### src/rtl/cegen_pkg.sv
package cegen_pkg;

  // number of strobe taps
  localparam int NUM_TAPS = 8;

  // log2 of the divide ratio of each tap, fastest first
  function automatic int tap_exp(input int idx);
    case (idx)
      0:       return 1;
      1:       return 2;
      2:       return 3;
      3:       return 6;
      4:       return 7;
      5:       return 10;
      6:       return 11;
      default: return 12;
    endcase
  endfunction

  // the counter only needs as many bits as the slowest tap
  localparam int CNT_W = tap_exp(NUM_TAPS - 1);

  typedef logic [NUM_TAPS-1:0] strobe_vec_t;
  typedef logic [CNT_W-1:0]    count_t;

endpackage

### src/rtl/cegen_rst_sync.sv
module cegen_rst_sync #(
  parameter int STAGES = 2
) (
  input  logic clk_i,
  input  logic rst_ni,
  output logic rst_sync_no
);

  logic [STAGES-1:0] sync_q;
  logic [STAGES-1:0] sync_d;

  // shift ones in after release; assertion is asynchronous
  always_comb begin
    sync_d = {sync_q[STAGES-2:0], 1'b1};
  end

  always_ff @(posedge clk_i or negedge rst_ni) begin
    if (!rst_ni) begin
      sync_q <= '0;
    end else begin
      sync_q <= sync_d;
    end
  end

  assign rst_sync_no = sync_q[STAGES-1];

endmodule

### src/rtl/cegen_req_merge.sv
module cegen_req_merge #(
  parameter int NUM_REQ = 4
) (
  input  logic [NUM_REQ-1:0] req_i,
  output logic               run_o
);

  // any client holding its request keeps the counter alive
  always_comb begin
    run_o = 1'b0;
    for (int i = 0; i < NUM_REQ; i++) begin
      run_o = run_o | req_i[i];
    end
  end

endmodule

### src/rtl/cegen_counter.sv
module cegen_counter #(
  parameter int CNT_W = 12
) (
  input  logic             clk_i,
  input  logic             rst_ni,
  input  logic             run_i,
  output logic [CNT_W-1:0] cnt_nxt_o
);

  logic [CNT_W-1:0] cnt_q;
  logic [CNT_W-1:0] cnt_d;

  // next state: advance while running, clear when idle
  always_comb begin
    if (run_i) begin
      cnt_d = cnt_q + CNT_W'(1);
    end else begin
      cnt_d = '0;
    end
  end

  always_ff @(posedge clk_i or negedge rst_ni) begin
    if (!rst_ni) begin
      cnt_q <= '0;
    end else begin
      cnt_q <= cnt_d;
    end
  end

  assign cnt_nxt_o = cnt_d;


  count_step_chk: assert property (@(posedge clk_i) disable iff (!rst_ni)
    run_i |=> (cnt_q == CNT_W'($past(cnt_q) + CNT_W'(1))));


  idle_clear_chk: assert property (@(posedge clk_i) disable iff (!rst_ni)
    !run_i |=> (cnt_q == '0));

endmodule

### src/rtl/cegen_tap.sv
module cegen_tap #(
  parameter int EXP = 1
) (
  input  logic           clk_i,
  input  logic           rst_ni,
  input  logic           run_i,
  input  logic [EXP-1:0] cnt_low_i,
  output logic           strobe_o
);

  logic strobe_q;
  logic strobe_d;

  // decode from the next count so the registered strobe lines up with it
  always_comb begin
    strobe_d = run_i && (cnt_low_i == '0);
  end

  always_ff @(posedge clk_i or negedge rst_ni) begin
    if (!rst_ni) begin
      strobe_q <= 1'b0;
    end else begin
      strobe_q <= strobe_d;
    end
  end

  assign strobe_o = strobe_q;


  pulse_width_chk: assert property (@(posedge clk_i) disable iff (!rst_ni)
    strobe_q |=> !strobe_q);

endmodule

### src/rtl/cegen_prescaler.sv
module cegen_prescaler #(
  parameter int NUM_REQ = 4
) (
  input  logic                           clk_i,
  input  logic                           rst_ni,
  input  logic [NUM_REQ-1:0]             req_i,
  output logic [cegen_pkg::NUM_TAPS-1:0] strobe_o
);

  import cegen_pkg::*;

  logic   rst_sync_n;
  logic   run;
  count_t cnt_nxt;

  cegen_rst_sync #(.STAGES(2)) u_rst_sync (
    .clk_i       (clk_i),
    .rst_ni      (rst_ni),
    .rst_sync_no (rst_sync_n)
  );

  cegen_req_merge #(.NUM_REQ(NUM_REQ)) u_merge (
    .req_i (req_i),
    .run_o (run)
  );

  cegen_counter #(.CNT_W(CNT_W)) u_counter (
    .clk_i     (clk_i),
    .rst_ni    (rst_sync_n),
    .run_i     (run),
    .cnt_nxt_o (cnt_nxt)
  );

  for (genvar g = 0; g < NUM_TAPS; g++) begin : g_tap
    localparam int E = tap_exp(g);
    cegen_tap #(.EXP(E)) u_tap (
      .clk_i     (clk_i),
      .rst_ni    (rst_sync_n),
      .run_i     (run),
      .cnt_low_i (cnt_nxt[E-1:0]),
      .strobe_o  (strobe_o[g])
    );
  end


  for (genvar g = 0; g < NUM_TAPS - 1; g++) begin : g_nest
    nest_order_chk: assert property (@(posedge clk_i) disable iff (!rst_sync_n)
      strobe_o[g+1] |-> strobe_o[g]);
  end


  idle_quiet_chk: assert property (@(posedge clk_i) disable iff (!rst_sync_n)
    (req_i == '0) |=> (strobe_o == '0));

endmodule

### config.mk
export PLATFORM = sky130hd
export DESIGN_NAME = cegen_prescaler
export DESIGN_NICKNAME = d
export VERILOG_FILES = /design/src/rtl/cegen_pkg.sv /design/src/rtl/cegen_rst_sync.sv /design/src/rtl/cegen_req_merge.sv /design/src/rtl/cegen_counter.sv /design/src/rtl/cegen_tap.sv /design/src/rtl/cegen_prescaler.sv
export SDC_FILE = /design/constraint.sdc
export NUM_CORES = 1
export LEC_CHECK = 0
export BUFFER_PORTS_ARGS = -buffer_cell sky130_fd_sc_hd__buf_2
export CORE_UTILIZATION = 59
export CTS_CLUSTER_DIAMETER = 100
export DETAILED_ROUTE_END_ITERATION = 16
export PLACE_DENSITY = 0.81
export SLEW_MARGIN = 10
export SYNTH_ARGS = -nofsm -noshare
export SYNTH_HDL_FRONTEND = slang
export SYNTH_SLANG_ARGS = --single-unit
### constraint.sdc
create_clock -name clk_i -period 1.3 [get_ports clk_i]
set_input_delay 0.065 -clock clk_i [delete_from_list [all_inputs] [get_ports clk_i]]
set_output_delay 0.065 -clock clk_i [all_outputs]
set_load 0.05 [all_outputs]
# ---- Yosys cells after proc, flatten, opt, wreduce, memory -nomap -nowiden
# Cells that the tools add are included.
dict set report totals {
  mem_count 0
  ram_bits 0
  mem_bits_ro 0
  inputBits 6
  latchBits 0
  reg_bits 22
  wordCells 31
}
dict set report classes {
  order_cmp 0
  n_mux 1
  n_addsub 1
  n_eq_ne 0
  n_reduce_logical 15
  n_mul 0
  bitwise 4
  div_mod_pow 0
  shifts 0
}
# cell count
set ops {}
lappend ops {{adder 12 x 1 -> 12 bit (second input constant)} 1}
lappend ops {{logical NOT 12 bit} 1}
lappend ops {{2-to-1 mux 12 bit} 1}
lappend ops {{logical NOT 11 bit} 1}
lappend ops {{logical NOT 10 bit} 1}
lappend ops {{logical AND 1 bit} 8}
lappend ops {{logical NOT 7 bit} 1}
lappend ops {{logical NOT 6 bit} 1}
lappend ops {{logical NOT 3 bit} 1}
lappend ops {{OR 1 bit} 3}
lappend ops {{logical NOT 2 bit} 1}
lappend ops {{NOT 1 bit} 1}

# ---- Longest topological paths before layout
dict set report logic_depth {
  depth_word 6
  ltp_mapped 6
  depth_no_buf 6
}

# ---- By module
# Synthesis repeated with hierarchy kept, for this count alone.
dict set report unflattened {
  cells_unflattened 88
  hier_area_um2 980.9
}
# module area_per_inst_um2 cells_each n_inst
set modules_own_cells {}
lappend modules_own_cells {cegen_counter 555.5 54 1}
lappend modules_own_cells {{cegen_tap (g_tap[7].u_tap)} 57.6 6 1}
lappend modules_own_cells {cegen_rst_sync 53.8 3 1}
lappend modules_own_cells {{cegen_tap (g_tap[6].u_tap)} 52.6 5 1}
lappend modules_own_cells {{cegen_tap (g_tap[5].u_tap)} 51.3 5 1}
lappend modules_own_cells {{cegen_tap (g_tap[4].u_tap)} 45.0 4 1}
lappend modules_own_cells {{cegen_tap (g_tap[3].u_tap)} 41.3 4 1}
lappend modules_own_cells {{cegen_tap (g_tap[2].u_tap)} 40.0 2 1}
lappend modules_own_cells {{cegen_tap (g_tap[0].u_tap)} 38.8 2 1}
lappend modules_own_cells {{cegen_tap (g_tap[1].u_tap)} 37.5 2 1}
lappend modules_own_cells {cegen_req_merge 7.5 1 1}

# ---- Worst setup path before layout
# No wires, ideal clock.
dict set report synth_path {
  path_kind {flip-flop to flip-flop}
  from {register u_counter.cnt_q[0]}
  to {register g_tap[7].u_tap.strobe_q}
  arrival_time_ps 1759
  slack_ps -565
  setup_time_ps 107
  synth_period_minus_slack_ps 1865
  path_stages_with_launch 7
  cell_sequence {dfrtp_1 -> ha_1 -> xnor2_1 -> and4b_1 -> nor4b_4 -> o31ai_2 -> a2111oi_4}
}
dict set report synth_between {
  elab_chain_len 4
}
# element line
set synth_lines {}
lappend synth_lines {{start, declared} cegen_counter.sv:10} ;# logic [CNT_W-1:0] cnt_q;
lappend synth_lines {{start signal, assigned} cegen_counter.sv:26} ;# cnt_q <= cnt_d;
lappend synth_lines {{adder 12 x 1 -> 12 bit} cegen_counter.sv:16} ;# cnt_d = cnt_q + CNT_W'(1);
lappend synth_lines {{2-to-1 mux 12 bit} cegen_counter.sv:15} ;# if (run_i) begin
lappend synth_lines {{logical NOT 12 bit} cegen_tap.sv:16} ;# strobe_d = run_i && (cnt_low_i == '0);
lappend synth_lines {{logical AND 1 bit} cegen_tap.sv:16}
lappend synth_lines {{via g_tap[7].u_tap.strobe_d} cegen_tap.sv:12} ;# logic strobe_d;
lappend synth_lines {{end signal, assigned} cegen_tap.sv:23} ;# strobe_q <= strobe_d;
lappend synth_lines {{end, declared} cegen_tap.sv:11} ;# logic strobe_q;
# The timed path passes the listed nets, and every way through them passes these cells.

# ---- Worst setup path in the final report
dict set report layout_path {
  from {register u_counter.cnt_q[1]}
  to {register g_tap[7].u_tap.strobe_q}
}
# Same word-level chain as after synthesis.

==> out/qor_table.md <==
| Quantity | Value |
|---|---|
| Slew at the pin with the worst max-slew slack | 0.510 ns |
| Worst skew pair latency | 0.32 ns |
| Detailed-route DRC error count | 0 |
| Port Buffers | 13 |
| Launch point of the worst path | u_counter.cnt_q[1]$_DFF_PN0_ |
| Bufs and invs on worst path | 0 |
| Hold crit path type | in -> async |
| Setup repair after global routing missed its margin | yes |
| Arithmetic-cell share of the synthesized area counting full adders, half adders and majority gates | 1.16% |
| Upper clock frequency limit | 559 MHz |
| Result of the run | finished, violations left |
| FF+latch count, synth | 22 |
| Fin Setup TNS | -3.56 ns |
| Critical register-to-register path endpoint | g_tap[7].u_tap.strobe_o$_DFF_PN0_ |
| Failing checks | negative setup slack |
| Number of logic stages on the critical path including buffering | 6 |
| Number of inserted diodes | 0 |
| Wire length of the first global-routing pass | 4020 um |
| Pleak | 0.719 nW |
| Xor-xnor portion of the synthesized cell area | 7.30% |
| First-pass DRT Iterations | 4 |
| Largest net degree at the start of global routing | 21 |
| Critical path endpoint category | flop |
| Slew HR | 65.7% |
| Number of buffers inserted during clock tree synthesis | 3 |
| Clock transition at path regs | 0.12 ns |
| Cell Area, Synth | 1080 um2 |
| Cell breakdown of the critical path | ha_4 -> xnor2_2 -> and4b_1 -> nor4b_4 -> o31ai_4 -> a2111oi_4 |
| Clock root buffer master | sky130_fd_sc_hd__clkbuf_4 |
| WP data required | 1.52 ns |
| Count of yosys warnings during synthesis | 0 |
| Clock tree from TritonCTS | done |
| Number of nets in the finished design | 143 |
| Worst path top cell family by delay | simple AND/OR/NAND/NOR gates |
| Initial antenna violation count | 0 |
| Combined global-route utilization of all metal layers | 29.4% |
| Total half-perimeter wirelength after legalization and detailed placement | 1440 um |
| Most area-hungry cell type in the Yosys netlist | sky130_fd_sc_hd__dfrtp_1 |
| Maximum fanout count along the critical path | 3 |
| Routed wire per std cell | 17.6 um |
| Aggregate global routing overflow | 0 |
| Area share of and/or/nand/nor cells after synthesis | 22.8% |
| Count leader, synth | sky130_fd_sc_hd__dfrtp_1 |
| Top area cells in the synthesized netlist | sky130_fd_sc_hd__dfrtp_1 51%, sky130_fd_sc_hd__buf_4 5.6%, sky130_fd_sc_hd__nor2_1 4.5% |
| Number of top-level pins | 14 |
| Wirelength, routed | 2820 um |
| Core region area | 1730 um2 |
| Count of mapped cells out of synthesis | 98 |
| Worst reg2reg setup slack | -0.49 ns |
| Die Area | 2010 um2 |
| Commonest cells post-synth | 22 x sky130_fd_sc_hd__dfrtp_1, 13 x sky130_fd_sc_hd__nor2_1, 8 x sky130_fd_sc_hd__buf_4 |
| Startpoint type of the worst setup path | flop |
| Starting density of the core | 62.5% |
| Peak VDD IR | 1610 uV |
| Final Critical Period | 1.79 ns |
| Number of rows in the core area | 15 |
| Number of placed cells counting well taps | 149 |
| Mean number of vias per cell | 5.64 |
| Post-route insts no fill | 160 |
| Min setup slack post-route | -0.488 ns |
| Vias in the first global route | 862 |
| Crit Path Class | reg -> reg |
| Synth Net Count | 105 |
| Worst setup endpoint | g_tap[7].u_tap.strobe_o$_DFF_PN0_ |
| Count of different cell masters after synthesis | 33 |
| Number of hold violations in the final report | 0 |
| Register area share after synthesis | 51.0% |
| Beginning of the worst register-to-register path | u_counter.cnt_q[1]$_DFF_PN0_ |
| Fin crit share | 138% |
| Clock sink total | 22 |
| Fraction of synthesized cell area taken by the top area cell type | 51.0% |
| Worst path slowest cell | sky130_fd_sc_hd__dfrtp_1 |
| Combinational family with the most area after synthesis | simple AND/OR/NAND/NOR gates |
| EDFF count, synth | 0 |
| Buffer levels on the longest clock path | 2 |
| Layout area overhead | 40.3% |
| Multiplexer area fraction after synthesis | 0% |
| Share of the synthesized area in compound gates (AO/OA/AOI/OAI) | 9.85% |
| Number of cells on the worst reg-to-reg path | 6 |
| Prevailing post-synth register cell | sky130_fd_sc_hd__dfrtp_1 |
| CTS HTree Levels | 1 |
| RePlAce Congestion | 0.805 |
| Number of inserted filler cells in the final layout | 78 |
| Total vias in the final route | 902 |
| Fraction of final layout cells sized beyond drive strength 1 | 54.1% |
| Number of max-cap violations | 0 |
| Power Density | 1860 nW/um2 |
| Number of DRC markers after the initial detailed-route iteration | 47 |
| Clk_skew | 0.00760 ns |
| Die Span Y | 44.8 um |
| Antenna Violating Nets Remaining | 0 |
| Die Wd | 44.8 um |
| WP data arrival | 2.01 ns |
| Critical path's largest stage delay | 0.44 ns |
| Number of pins exceeding their max-slew limit in the final report | 0 |
| Fraction of synthesis flops using an asynchronous set or reset pin | 100% |
| Final setup violation count | 13 |
| Avg Synthesized Cell Area | 11.0 um2 |
==> stage by stage <==
| step | total power, mW | instance area [um2] | setup slack [ns] | hold slack (ns) | utilization, % |
|---|---|---|---|---|---|
| 6_report | 2.81 | 1520 | -0.488 | 0.0439 | 87.8 |
| 5_1_grt | 2.95 | 1520 | -0.639 | 0.0549 | 87.8 |
| 4_1_cts | 2.67 | 1480 | -0.407 | 0.0422 | 85.9 |
| 3_5_place_dp | 2.20 | 1330 | -0.399 | -0.146 | 76.9 |
| 3_3_place_gp | 2.17 | 1330 | -0.360 | -0.151 | 76.9 |
| 2_1_floorplan | 1.87 | 1120 | -0.373 | -0.231 | - |
==> area by class of cell <==
class	instances	area (um2)	share of cell area (%)
well taps	25	31.3	2.06
repair buffers	46	334	22.0
flip-flops and latches	22	556	36.7
clock buffers	4	26.3	1.73
multi-input cells	63	568	37.5
==> worst min path at each step <==
stage / end
2_1_floorplan: u_rst_sync.sync_q[0]$_DFF_PN0_
3_3_place_gp: u_rst_sync.sync_q[0]$_DFF_PN0_
3_5_place_dp: u_rst_sync.sync_q[1]$_DFF_PN0_
4_1_cts: u_rst_sync.sync_q[0]$_DFF_PN0_
5_1_grt: u_rst_sync.sync_q[0]$_DFF_PN0_
6_report: u_rst_sync.sync_q[1]$_DFF_PN0_
==> cell families after synthesis <==
kind of cell	after synthesis
other	1
adders and majority gates	1
xor gates and xnor gates	9
DFF	22
AOI/OAI and AO/OA	10
and+or+nand+nor	42
buffers and inverters	13
==> power breakdown <==
group | leakage, nW | switching, mW | internal, mW
sequential | 0.283 | 0.163 | 0.862
combinational | 0.421 | 0.777 | 0.682
clock | 0.0150 | 0.210 | 0.120
total | 0.719 | 1.15 | 1.66
==> cell usage in the layout, fill, tap and decap left out, types with 2 or more instances in the layout <==
master                     Yosys  final
sky130_fd_sc_hd__clkbuf_4      0      3
sky130_fd_sc_hd__xnor2_2       0      3
sky130_fd_sc_hd__nor2_4        0      3
sky130_fd_sc_hd__nand3_1       7      4
sky130_fd_sc_hd__nand4_1       2      2
sky130_fd_sc_hd__buf_6         0      5
sky130_fd_sc_hd__nor3_1        4      2
sky130_fd_sc_hd__buf_2         1     13
sky130_fd_sc_hd__xor2_1        5      4
sky130_fd_sc_hd__and2_1        4      3
sky130_fd_sc_hd__nand3_2       0      3
sky130_fd_sc_hd__nor2_1       13     10
sky130_fd_sc_hd__dfrtp_2       0      4
sky130_fd_sc_hd__dfrtp_1      22     18
sky130_fd_sc_hd__a21oi_1       2      2
sky130_fd_sc_hd__buf_4         8     27
==> flip-flops by register name (all words and copies together) (netlist names) <==
| name | count |
|---|---|
| u_rst_sync.sync_q | 2 |
| g_tap.u_tap.strobe_o | 8 |
| u_counter.cnt_q | 12 |
==> metal layers <==
layer / track usage [%] / vias up / wire length (um)
met1: 40.1 / 448 / 1230
met5: 0 / - / 0
li1: - / 407 / -
met4: 11.5 / 0 / 105
met3: 4.80 / 10 / 148
met2: 47.4 / 37 / 1330
==> what timing repair did <==
action,CTS,global route
buffers inserted,5,1
hold endpoints to repair,2,0
gates resized for setup,18,7
hold buffers,1,0
gates cloned,0,0
pin swaps,20,10
endpoints found under the setup margin,11,13
No activity file was read; power rests on OpenSTA's default activity.
